File: src/rtl/sup_pkg.sv
package sup_pkg;

    typedef enum logic [2:0] {
        ST_RESET_HELD,
        ST_WAIT_BUSY_HI,
        ST_WAIT_BUSY_LO,
        ST_GUARD,
        ST_READY,
        ST_PARKING,
        ST_FAULT
    } sup_state_t;

    // Cycles spanned by a duration given in microseconds.
    function automatic longint unsigned us_to_cyc(input longint unsigned hz,
                                                  input longint unsigned us);
        return (hz * us) / 64'd1_000_000;
    endfunction

    function automatic longint unsigned max2(input longint unsigned a,
                                             input longint unsigned b);
        return (a > b) ? a : b;
    endfunction

endpackage

File: src/rtl/sup_sync.sv
module sup_sync #(
    parameter int W      = 1,
    parameter int STAGES = 2
) (
    input  logic         clk,
    input  logic         rst_n,
    input  logic [W-1:0] d,
    output logic [W-1:0] q
);
    logic [W-1:0] chain [STAGES];

    always_ff @(posedge clk or negedge rst_n) begin
        if (!rst_n) begin
            for (int i = 0; i < STAGES; i++) chain[i] <= '0;
        end else begin
            chain[0] <= d;
            for (int i = 1; i < STAGES; i++) chain[i] <= chain[i-1];
        end
    end

    assign q = chain[STAGES-1];
endmodule

File: src/rtl/sup_sat_timer.sv
module sup_sat_timer #(
    parameter int W = 8
) (
    input  logic         clk,
    input  logic         rst_n,
    input  logic         clr,
    output logic [W-1:0] cnt
);
    localparam logic [W-1:0] TOP = '1;

    always_ff @(posedge clk or negedge rst_n) begin
        if (!rst_n)          cnt <= '0;
        else if (clr)        cnt <= '0;
        else if (cnt != TOP) cnt <= cnt + 1'b1;
    end

    // The count holds at its top value instead of wrapping to zero.
    p_timer_saturates: assert property (@(posedge clk) disable iff (!rst_n)
        (!clr && cnt == TOP) |=> (cnt == TOP));
endmodule

File: src/rtl/sup_pulse_qual.sv
module sup_pulse_qual #(
    parameter int MIN_HI = 2
) (
    input  logic clk,
    input  logic rst_n,
    input  logic en,
    input  logic in,
    output logic hit
);
    localparam int CW = $clog2(MIN_HI + 1);
    localparam logic [CW-1:0] NEED = CW'(MIN_HI - 1);

    logic [CW-1:0] run;

    always_ff @(posedge clk or negedge rst_n) begin
        if (!rst_n)          run <= '0;
        else if (!(en && in)) run <= '0;
        else if (run < NEED)  run <= run + 1'b1;
    end

    assign hit = en && in && (run >= NEED);

    // A qualified pulse needs at least one earlier high cycle.
    p_hit_needs_history_r6: assert property (@(posedge clk) disable iff (!rst_n)
        hit |-> $past(en && in));
endmodule

File: src/rtl/ctrl_bringup_supervisor.sv
module ctrl_bringup_supervisor
    import sup_pkg::*;
#(
    parameter longint unsigned CLK_HZ       = 100_000_000,
    parameter longint unsigned START_US     = 5_000,
    parameter longint unsigned INIT_US      = 100_000,
    parameter longint unsigned LONG_INIT_MS = 5_000,
    parameter longint unsigned GUARD_US     = 3_000,
    parameter longint unsigned HOLD_US      = 500,
    parameter int              ERR_MIN_HI   = 2
) (
    input  logic clk,
    input  logic rst_n,
    input  logic start_req,
    input  logic motor_en,
    input  logic park_warn,
    input  logic ctl_status,
    output logic ctl_rst_n,
    output logic host_ready,
    output logic start_timeout,
    output logic init_timeout,
    output logic err_flag
);
    localparam longint unsigned C_START = us_to_cyc(CLK_HZ, START_US);
    localparam longint unsigned C_INIT  = us_to_cyc(CLK_HZ, INIT_US);
    localparam longint unsigned C_LONG  = us_to_cyc(CLK_HZ, LONG_INIT_MS * 1000);
    localparam longint unsigned C_GUARD = us_to_cyc(CLK_HZ, GUARD_US);
    localparam longint unsigned C_HOLD  = us_to_cyc(CLK_HZ, HOLD_US);
    localparam longint unsigned C_MAX   =
        max2(max2(C_START, C_INIT), max2(C_LONG, max2(C_GUARD, C_HOLD)));
    localparam int TW = $clog2(C_MAX + 2);

    localparam logic [TW-1:0] L_START = TW'(C_START);
    localparam logic [TW-1:0] L_INIT  = TW'(C_INIT);
    localparam logic [TW-1:0] L_LONG  = TW'(C_LONG);
    localparam logic [TW-1:0] L_GUARD = TW'(C_GUARD);
    localparam logic [TW-1:0] L_HOLD  = TW'(C_HOLD);

    // Synchronize the asynchronous status and warning inputs.
    logic status_s, park_s;

    sup_sync #(.W(2), .STAGES(2)) u_sync (
        .clk  (clk),
        .rst_n(rst_n),
        .d    ({park_warn, ctl_status}),
        .q    ({park_s, status_s})
    );

    sup_state_t    state, state_n;
    logic [TW-1:0] tmr;
    logic [TW-1:0] init_lim;
    logic          tmr_clr;
    logic          start_ok;
    logic          in_init;
    logic          err_hit;

    assign start_ok = start_req && !park_s;
    assign init_lim = motor_en ? L_LONG : L_INIT;
    assign in_init  = (state == ST_WAIT_BUSY_HI) || (state == ST_WAIT_BUSY_LO) ||
                      (state == ST_GUARD)        || (state == ST_READY);

    // The timer runs on from reset release through both busy phases.
    assign tmr_clr = ((state_n != state) && (state_n != ST_WAIT_BUSY_LO)) ||
                     ((state == ST_PARKING) && park_s);

    sup_sat_timer #(.W(TW)) u_tmr (
        .clk  (clk),
        .rst_n(rst_n),
        .clr  (tmr_clr),
        .cnt  (tmr)
    );

    sup_pulse_qual #(.MIN_HI(ERR_MIN_HI)) u_err (
        .clk  (clk),
        .rst_n(rst_n),
        .en   (state == ST_READY),
        .in   (status_s),
        .hit  (err_hit)
    );

    // Next-state logic
    always_comb begin
        state_n = state;
        unique case (state)
            ST_RESET_HELD:
                if (start_ok) state_n = ST_WAIT_BUSY_HI;
            ST_WAIT_BUSY_HI:
                if (park_s)              state_n = ST_PARKING;
                else if (status_s)       state_n = ST_WAIT_BUSY_LO;
                else if (tmr >= L_START) state_n = ST_FAULT;
            ST_WAIT_BUSY_LO:
                if (park_s)               state_n = ST_PARKING;
                else if (!status_s)       state_n = ST_GUARD;
                else if (tmr >= init_lim) state_n = ST_FAULT;
            ST_GUARD:
                if (park_s)              state_n = ST_PARKING;
                else if (tmr >= L_GUARD) state_n = ST_READY;
            ST_READY:
                if (park_s) state_n = ST_PARKING;
            ST_PARKING:
                if (!park_s && tmr >= L_HOLD) state_n = ST_RESET_HELD;
            ST_FAULT:
                if (start_ok) state_n = ST_WAIT_BUSY_HI;
            default:
                state_n = ST_RESET_HELD;
        endcase
    end

    // State register
    always_ff @(posedge clk or negedge rst_n) begin
        if (!rst_n) state <= ST_RESET_HELD;
        else        state <= state_n;
    end

    // Latched flags
    always_ff @(posedge clk or negedge rst_n) begin
        if (!rst_n) begin
            start_timeout <= 1'b0;
            init_timeout  <= 1'b0;
            err_flag      <= 1'b0;
        end else if (state_n == ST_WAIT_BUSY_HI && state != ST_WAIT_BUSY_HI) begin
            start_timeout <= 1'b0;
            init_timeout  <= 1'b0;
            err_flag      <= 1'b0;
        end else begin
            if (state == ST_WAIT_BUSY_HI && state_n == ST_FAULT) start_timeout <= 1'b1;
            if (state == ST_WAIT_BUSY_LO && state_n == ST_FAULT) init_timeout  <= 1'b1;
            if (err_hit)                                         err_flag      <= 1'b1;
        end
    end

    // Outputs decoded from the state
    always_comb begin
        ctl_rst_n  = 1'b1;
        host_ready = 1'b0;
        unique case (state)
            ST_RESET_HELD, ST_FAULT: ctl_rst_n  = 1'b0;
            ST_READY:                host_ready = 1'b1;
            default: ;
        endcase
    end

    p_start_to_origin_r2: assert property (@(posedge clk) disable iff (!rst_n)
        $rose(start_timeout) |-> $past(state) == ST_WAIT_BUSY_HI);

    p_init_to_origin_r3: assert property (@(posedge clk) disable iff (!rst_n)
        $rose(init_timeout) |-> $past(state) == ST_WAIT_BUSY_LO);

    p_ready_released_r5: assert property (@(posedge clk) disable iff (!rst_n)
        host_ready |-> ctl_rst_n);

    p_ready_from_guard_r5: assert property (@(posedge clk) disable iff (!rst_n)
        $rose(host_ready) |-> $past(state) == ST_GUARD);

    p_err_only_ready_r7: assert property (@(posedge clk) disable iff (!rst_n)
        $rose(err_flag) |-> $past(state) == ST_READY);

    p_park_hold_r8: assert property (@(posedge clk) disable iff (!rst_n)
        (state == ST_PARKING && park_s) |=> ctl_rst_n);

    p_park_abandons_r9: assert property (@(posedge clk) disable iff (!rst_n)
        (in_init && park_s) |=> (state == ST_PARKING));

    p_fault_sticky_r10: assert property (@(posedge clk) disable iff (!rst_n)
        (state == ST_FAULT && !start_ok) |=> (state == ST_FAULT && !ctl_rst_n));
endmodule

File: config.mk
export PLATFORM = sky130hd
export DESIGN_NAME = ctrl_bringup_supervisor
export DESIGN_NICKNAME = d
export VERILOG_FILES = /design/src/rtl/sup_pkg.sv /design/src/rtl/sup_sync.sv /design/src/rtl/sup_sat_timer.sv /design/src/rtl/sup_pulse_qual.sv /design/src/rtl/ctrl_bringup_supervisor.sv
export SDC_FILE = /design/constraint.sdc
export NUM_CORES = 1
export LEC_CHECK = 0
export ABC_AREA = 1
export BUFFER_PORTS_ARGS = -buffer_cell sky130_fd_sc_hd__buf_2
export CAP_MARGIN = 20
export CORE_MARGIN = 10
export CORE_UTILIZATION = 65
export CTS_BUF_LIST = sky130_fd_sc_hd__clkbuf_2 sky130_fd_sc_hd__clkbuf_4 sky130_fd_sc_hd__clkbuf_8
export DETAILED_ROUTE_END_ITERATION = 10
export GPL_ROUTABILITY_DRIVEN = 0
export PLACE_DENSITY = 0.83
export SYNTH_ARGS = -nofsm -noshare
export SYNTH_HDL_FRONTEND = slang
export SYNTH_HIERARCHICAL = 1
export SYNTH_SLANG_ARGS = --single-unit
File: constraint.sdc
create_clock -name clk -period 3.08 [get_ports clk]
set_input_delay 0.462 -clock clk [delete_from_list [all_inputs] [get_ports clk]]
set_output_delay 0.462 -clock clk [all_outputs]
set_load 0.02 [all_outputs]
Word level (Yosys, flattened, before mapping)
Index checks and enable logic that the tools add are counted.
{"block": "totals", "regBits": 41, "in_bits": 6, "output_inout_bits": 5, "word_cells": 71}
{"block": "classes", "add_sub_neg": 2, "magnitude_cmp": 6, "n_eq_ne": 13, "mux": 25, "reduce_logical": 17}
{"op": "$mux W29", "count": 3}
{"op": "$ge A29 B19 Y1 const B", "count": 2}
{"op": "$mux W3", "count": 11}
{"op": "$add A29 B1 Y29 const B", "count": 1}
{"op": "$ge A29 B16 Y1 const B", "count": 1}
{"op": "$ge A29 B29 Y1", "count": 1}
{"op": "$ne A29 B29 Y1 const B", "count": 1}
{"op": "$pmux W3 S6", "count": 1}
{"op": "$eq A3 B3 Y1 const B", "count": 4}
{"op": "$logic_and A1 B1 Y1", "count": 9}
{"op": "$mux W1", "count": 8}
{"op": "$reduce_bool A2 Y1", "count": 4}
{"op": "$eq A3 B1 Y1 const B", "count": 2}
{"op": "$eq A3 B2 Y1 const B", "count": 2}
{"op": "$mux W2", "count": 2}
{"op": "$logic_not A3 Y1", "count": 1}
{"op": "$ne A3 B1 Y1 const B", "count": 1}
{"op": "$ne A3 B2 Y1 const B", "count": 1}
{"op": "$ne A3 B3 Y1", "count": 1}
{"op": "$add A2 B1 Y2 const B", "count": 1}
{"op": "$ge A2 B1 Y1 const B", "count": 1}
{"op": "$lt A2 B1 Y1 const B", "count": 1}
{"op": "$ne A2 B2 Y1 const B", "count": 1}
{"op": "$reduce_or A2 Y1", "count": 1}
{"op": "other kinds (2)", "count": 2}

Longest topological paths before layout
{"block": "depth", "ltp_word": 10, "depth_mapped": 21, "ltp_nobuf": 20}

By module
The synthesis kept the hierarchy.
{"mod": "sup_sat_timer", "n_inst": 1, "cells_per_inst": 275, "area_each_um2": 1849.3, "seq_area_each_um2": 725.7}
{"mod": "ctrl_bringup_supervisor", "n_inst": 1, "cells_per_inst": 257, "area_each_um2": 1367.6, "seq_area_each_um2": 150.1}
{"mod": "sup_pulse_qual", "n_inst": 1, "cells_per_inst": 16, "area_each_um2": 123.9, "seq_area_each_um2": 50.0}
{"mod": "sup_sync", "n_inst": 1, "cells_per_inst": 6, "area_each_um2": 115.1, "seq_area_each_um2": 100.1}

Worst setup path before layout
Ideal clock, no wire load.
{"block": "synth_timing", "path_kind": "input to register", "start": "in motor_en", "end": "reg u_tmr.cnt[12]", "setup_time_ns": 0.064, "t_arrival_ns": 2.476, "t_required_ns": 3.016, "slack_ns": 0.540, "path_stages": 16, "path_buffers": 1, "cell_sequence": "inv_1 -> ha_1 -> a21o_1 -> nor2_1 -> nand2_1 -> a21oi_1 -> nand3_1 -> nand2_1 -> nand3_2 -> nand3b_1 -> o21ai_1 -> nand2_1 -> inv_2 -> buf_2 -> nand3_1 -> nand2_2"}
{"block": "synth_via", "elab_chain_cells": 10, "word_cells_on_any_way": 12, "classes_between": "order compare: 1; eq/ne: 2; mux: 6; reduce/logical: 3"}
{"element": "start, declared", "line_no": "ctrl_bringup_supervisor.sv:15", "text": "input logic motor_en,"}
{"element": "$mux W29 (*)", "line_no": "ctrl_bringup_supervisor.sv:58", "text": "assign init_lim = motor_en ? L_LONG : L_INIT;"}
{"element": "$ge A29 B29 Y1 (*)", "line_no": "ctrl_bringup_supervisor.sv:94", "text": "else if (tmr >= init_lim) state_n = ST_FAULT;"}
{"element": "$mux W3 (*)", "line_no": "ctrl_bringup_supervisor.sv:94"}
{"element": "$mux W3 (*)", "line_no": "ctrl_bringup_supervisor.sv:93", "text": "else if (!status_s) state_n = ST_GUARD;"}
{"element": "$mux W3 (*)", "line_no": "ctrl_bringup_supervisor.sv:92", "text": "if (park_s) state_n = ST_PARKING;"}
{"element": "$pmux W3 S6 (*)", "line_no": "ctrl_bringup_supervisor.sv:84", "text": "unique case (state)"}
{"element": "net state_n[2]", "line_no": "ctrl_bringup_supervisor.sv:49", "text": "sup_state_t state, state_n;"}
{"element": "$ne A3 B3 Y1 / $ne A3 B2 Y1 (equally long branches)", "line_no": "ctrl_bringup_supervisor.sv:63", "text": "assign tmr_clr = ((state_n != state) && (state_n != ST_WAIT_BUSY_LO)) ||"}
{"element": "$logic_and A1 B1 Y1 (*)", "line_no": "ctrl_bringup_supervisor.sv:63"}
{"element": "$logic_or A1 B1 Y1 (*)", "line_no": "ctrl_bringup_supervisor.sv:63"}
{"element": "net tmr_clr", "line_no": "ctrl_bringup_supervisor.sv:52", "text": "logic tmr_clr;"}
{"element": "$mux W29 / $reduce_bool A2 Y1 (equally long branches)"}
{"element": "end signal, assigned", "line_no": "sup_sat_timer.sv:14", "text": "else if (cnt != TOP) cnt <= cnt + 1'b1;"}
{"element": "end, declared", "line_no": "sup_sat_timer.sv:7", "text": "output logic [W-1:0] cnt"}
The timed path passes the listed nets; every way through them passes the cells marked *.
A chain may end at the register's enable or synchronous reset.

Worst setup path after layout
{"block": "layout_timing", "start": "in motor_en", "end": "reg u_tmr.cnt[15]"}
The elaborated chain is that of the path after synthesis.

==> impl_metrics.tcl <==
set metrics [dict create \
    status "completed" \
    ys.warnings.count 6 \
    total_power_mw 1.76 \
    tritoncts "yes" \
    initial_core_util_pct 67.2 \
    max_slew_margin_pct 38.9 \
    endpoint_kind "register" \
    rsz0062_at_grt "no" \
    maxCapViolCount 0 \
    vias 3557 \
    clockBufferDepth 2 \
    synth_top_area_share_pct 29.7 \
    wl_mm 8.87 \
    ioPinCount 11 \
    core-area_sq_mm 0.00514 \
    yosysSeqAreaShare_pct 29.7 \
    cts.sinks 41 \
    cts_hold_buf 0 \
    slowest_stage "ha_1" \
    area_growth_pct 6.99 \
    cts_resized 0 \
    antenna_found_initial 0 \
    hold_violations 0 \
    cts_max_level 2 \
    globalRouteTotalUtil_pct 21.2 \
    first_pass_iters 6 \
    synth-seq-cells 41 \
    n_fill_cell 457 \
    drive_above_1_share_pct 12.6 \
    crit_chain "buf_2 > inv_1 > ha_1 > a21o_1 > nor2_1 > nand2_1 > a21oi_1 > nand3_1 > nand2_1 > nand3_2 > nand3b_1 > o21ai_1 > nand2_1 > inv_2 > buf_4 > nand3_1 > nand2_1" \
    p_leak_nw 1.94 \
    final_nets 597 \
    syn-instance-count 554 \
    max_stage_delay_ns 0.31 \
    synth_cell_types 29 \
    dp.cells 636 \
    die_w_microns 92.9 \
    synth_area_leaders "dfrtp_1, nand2_1, nor2_1" \
    clkTransAtPathRegs_ns 0.08 \
    fp.dieH_microns 92.9 \
    powerDensity_mw_per_mm2 476 \
    hpwlAfterDp_mm 6.73 \
    grt_pass1_wl_mm 15.1 \
    cp-start-kind "input port" \
    ir_worst_vdd_mv 0.371 \
    diodes 0 \
    die-area_sq_mm 0.00863 \
    postSynthAreaPerCell_sq_um 6.24 \
    ant_nets 0 \
    fin_crit_sh_pct 93.0 \
    grt_start_max_net_pins 42 \
    fin_area_sq_mm 0.00370 \
    setup_viol 0 \
    numCtsBuffers 5 \
    final_max_slew_viol_count 0 \
    crit_buf_inv 4 \
    cpMostUsedCell "nand2_1" \
    grt_pass1_vias 3339 \
    clock_latency_ns 0.30 \
    critPathKind "input port to register" \
    route.detailed.drc 0 \
    pre_cts_slack_ns -0.0375 \
    drtIter0Drc 325 \
    crit_fanout 27 \
    hold_slack_ns 0.272 \
    io_buffers 10 \
    syn_area_sq_mm 0.00346 \
    wl_per_cell_microns 13.8 \
    fin_cells 643 \
    fin_crit_ns 2.86 \
    hold_path_class "input port to register" \
    rows 26 \
    setup_ws_ns 0.215 \
    cp.arrival_ns 3.10 \
    cp.required_ns 3.31 \
    postPlaceCellArea_sq_mm 0.00361 \
    yosys.area.top_type "dfrtp_1" \
    via_per_inst 5.53 \
    root_buffer "clkbuf_8" \
    tightest_slew_ns 0.917 \
    synthesis.nets 578 \
    cp_top_family "simple AND/OR/NAND/NOR gates" \
    skew_ns 0.0129 \
    cts_setup_buffers 0 \
    fmax_ghz 0.349 \
    grt-ovfl-total 0 \
]
==> per-layer routing <==
metal,vias up,global-route usage [%],routed length (microns)
li1,1771,-,-
met2,155,35.7,4230
met4,0,7.46,240
met3,33,4.20,699
met5,-,0,0
met1,1598,26.2,3700
==> final timing paths <==
kind / startpoint / end / slack, ns / cells past startpoint
max: motor_en / u_tmr/cnt[15]$_DFFE_PN0P_ / 0.22 / 17
max in group asynchronous: rst_n / u_sync/chain[2]$_DFF_PN0_ / 2.20 / 1
min in group asynchronous: rst_n / u_tmr/cnt[9]$_DFFE_PN0P_ / 0.29 / 1
min: ctl_status / u_sync/chain[2]$_DFF_PN0_ / 0.27 / 1
max reg2reg: u_tmr/cnt[28]$_DFFE_PN0P_ / u_tmr/cnt[15]$_DFFE_PN0P_ / 0.33 / 15
min reg2reg: u_sync/chain[3]$_DFF_PN0_ / u_sync/q[1]$_DFF_PN0_ / 0.35 / 0
==> area by class of cell <==
class / count / area [sq um] / area share, %
Clock inverter: 1 / 8.76 / 0.237
Multi-Input combinational cell: 433 / 2090 / 56.6
Timing Repair Buffer: 19 / 130 / 3.52
Sequential cell: 41 / 1030 / 27.7
Tap cell: 70 / 87.6 / 2.37
Inverter: 73 / 274 / 7.41
Clock buffer: 6 / 76.3 / 2.06
==> sequential cells by signal, indices dropped and copies added, names as in the netlist <==
register	cells
u_tmr/cnt	29
state	3
u_err/run	2
u_sync/chain	2
u_sync/q	2
err_flag	1
init_timeout	1
start_timeout	1
==> synth_stat cells <==
master	instances
nand2_1	187
a21o_1	1
nand2_2	9
inv_2	8
o21bai_1	7
nor2_4	2
nor2_1	89
ha_1	18
and2_1	2
nand2_4	1
nand3_1	55
o21ai_1	1
a21oi_1	11
nand3_2	2
buf_6	3
a21boi_1	1
nand3_4	1
o31ai_1	1
o21ai_2	3
or2_2	9
o21ai_0	4
nand3b_1	3
nor3_1	4
nor2_2	11
inv_1	65
nand4_1	11
buf_4	3
buf_2	1
dfrtp_1	41
==> report_power, final <==
group | switching [mW] | internal, mW | total (mW)
Clock | 0.180 | 0.166 | 0.346
Sequential | 0.0643 | 0.585 | 0.649
Combinational | 0.532 | 0.235 | 0.767
==> placed cells by master, fill, tap and decap left out, drive strengths merged, types with 2 or more instances in the layout <==
cell	n
clkbuf	6
o21ai	8
nor3	4
or2	9
buf	19
dfrtp	41
nand4	11
nand2	197
o21bai	7
ha	18
nand3	58
nor2	102
nand3b	3
inv	73
a21oi	11
and2	2
==> cell families (layout without fill, tap and decap cells) <==
family / Yosys count / count (layout) / share of synthesized area, %
buf+inv: 80 / 99 / 9.70
simple gates: 386 / 386 / 48.8
flops: 41 / 41 / 29.7
compound gates: 29 / 29 / 5.25
fa+ha+maj: 18 / 18 / 6.52
==> metrics by stage <==
stage	utilization [%]	setup TNS, ns
floorplan	-	0
global placement	70.3	0
detailed placement	70.3	-0.269
CTS	71.9	0
global route	71.9	0
finish	71.9	0
==> worst reg2reg max path, cell delays in order (launching register included) <==
cell,delay [ns]
dfrtp_1,0.45
ha_1,0.32
a21o_1,0.19
nor2_1,0.09
nand2_1,0.05
a21oi_1,0.24
nand3_1,0.11
nand2_1,0.11
nand3_2,0.11
nand3b_1,0.18
o21ai_1,0.09
nand2_1,0.11
inv_2,0.09
buf_4,0.30
nand3_1,0.15
nand2_1,0.09
(Power assumes the default switching activity.)
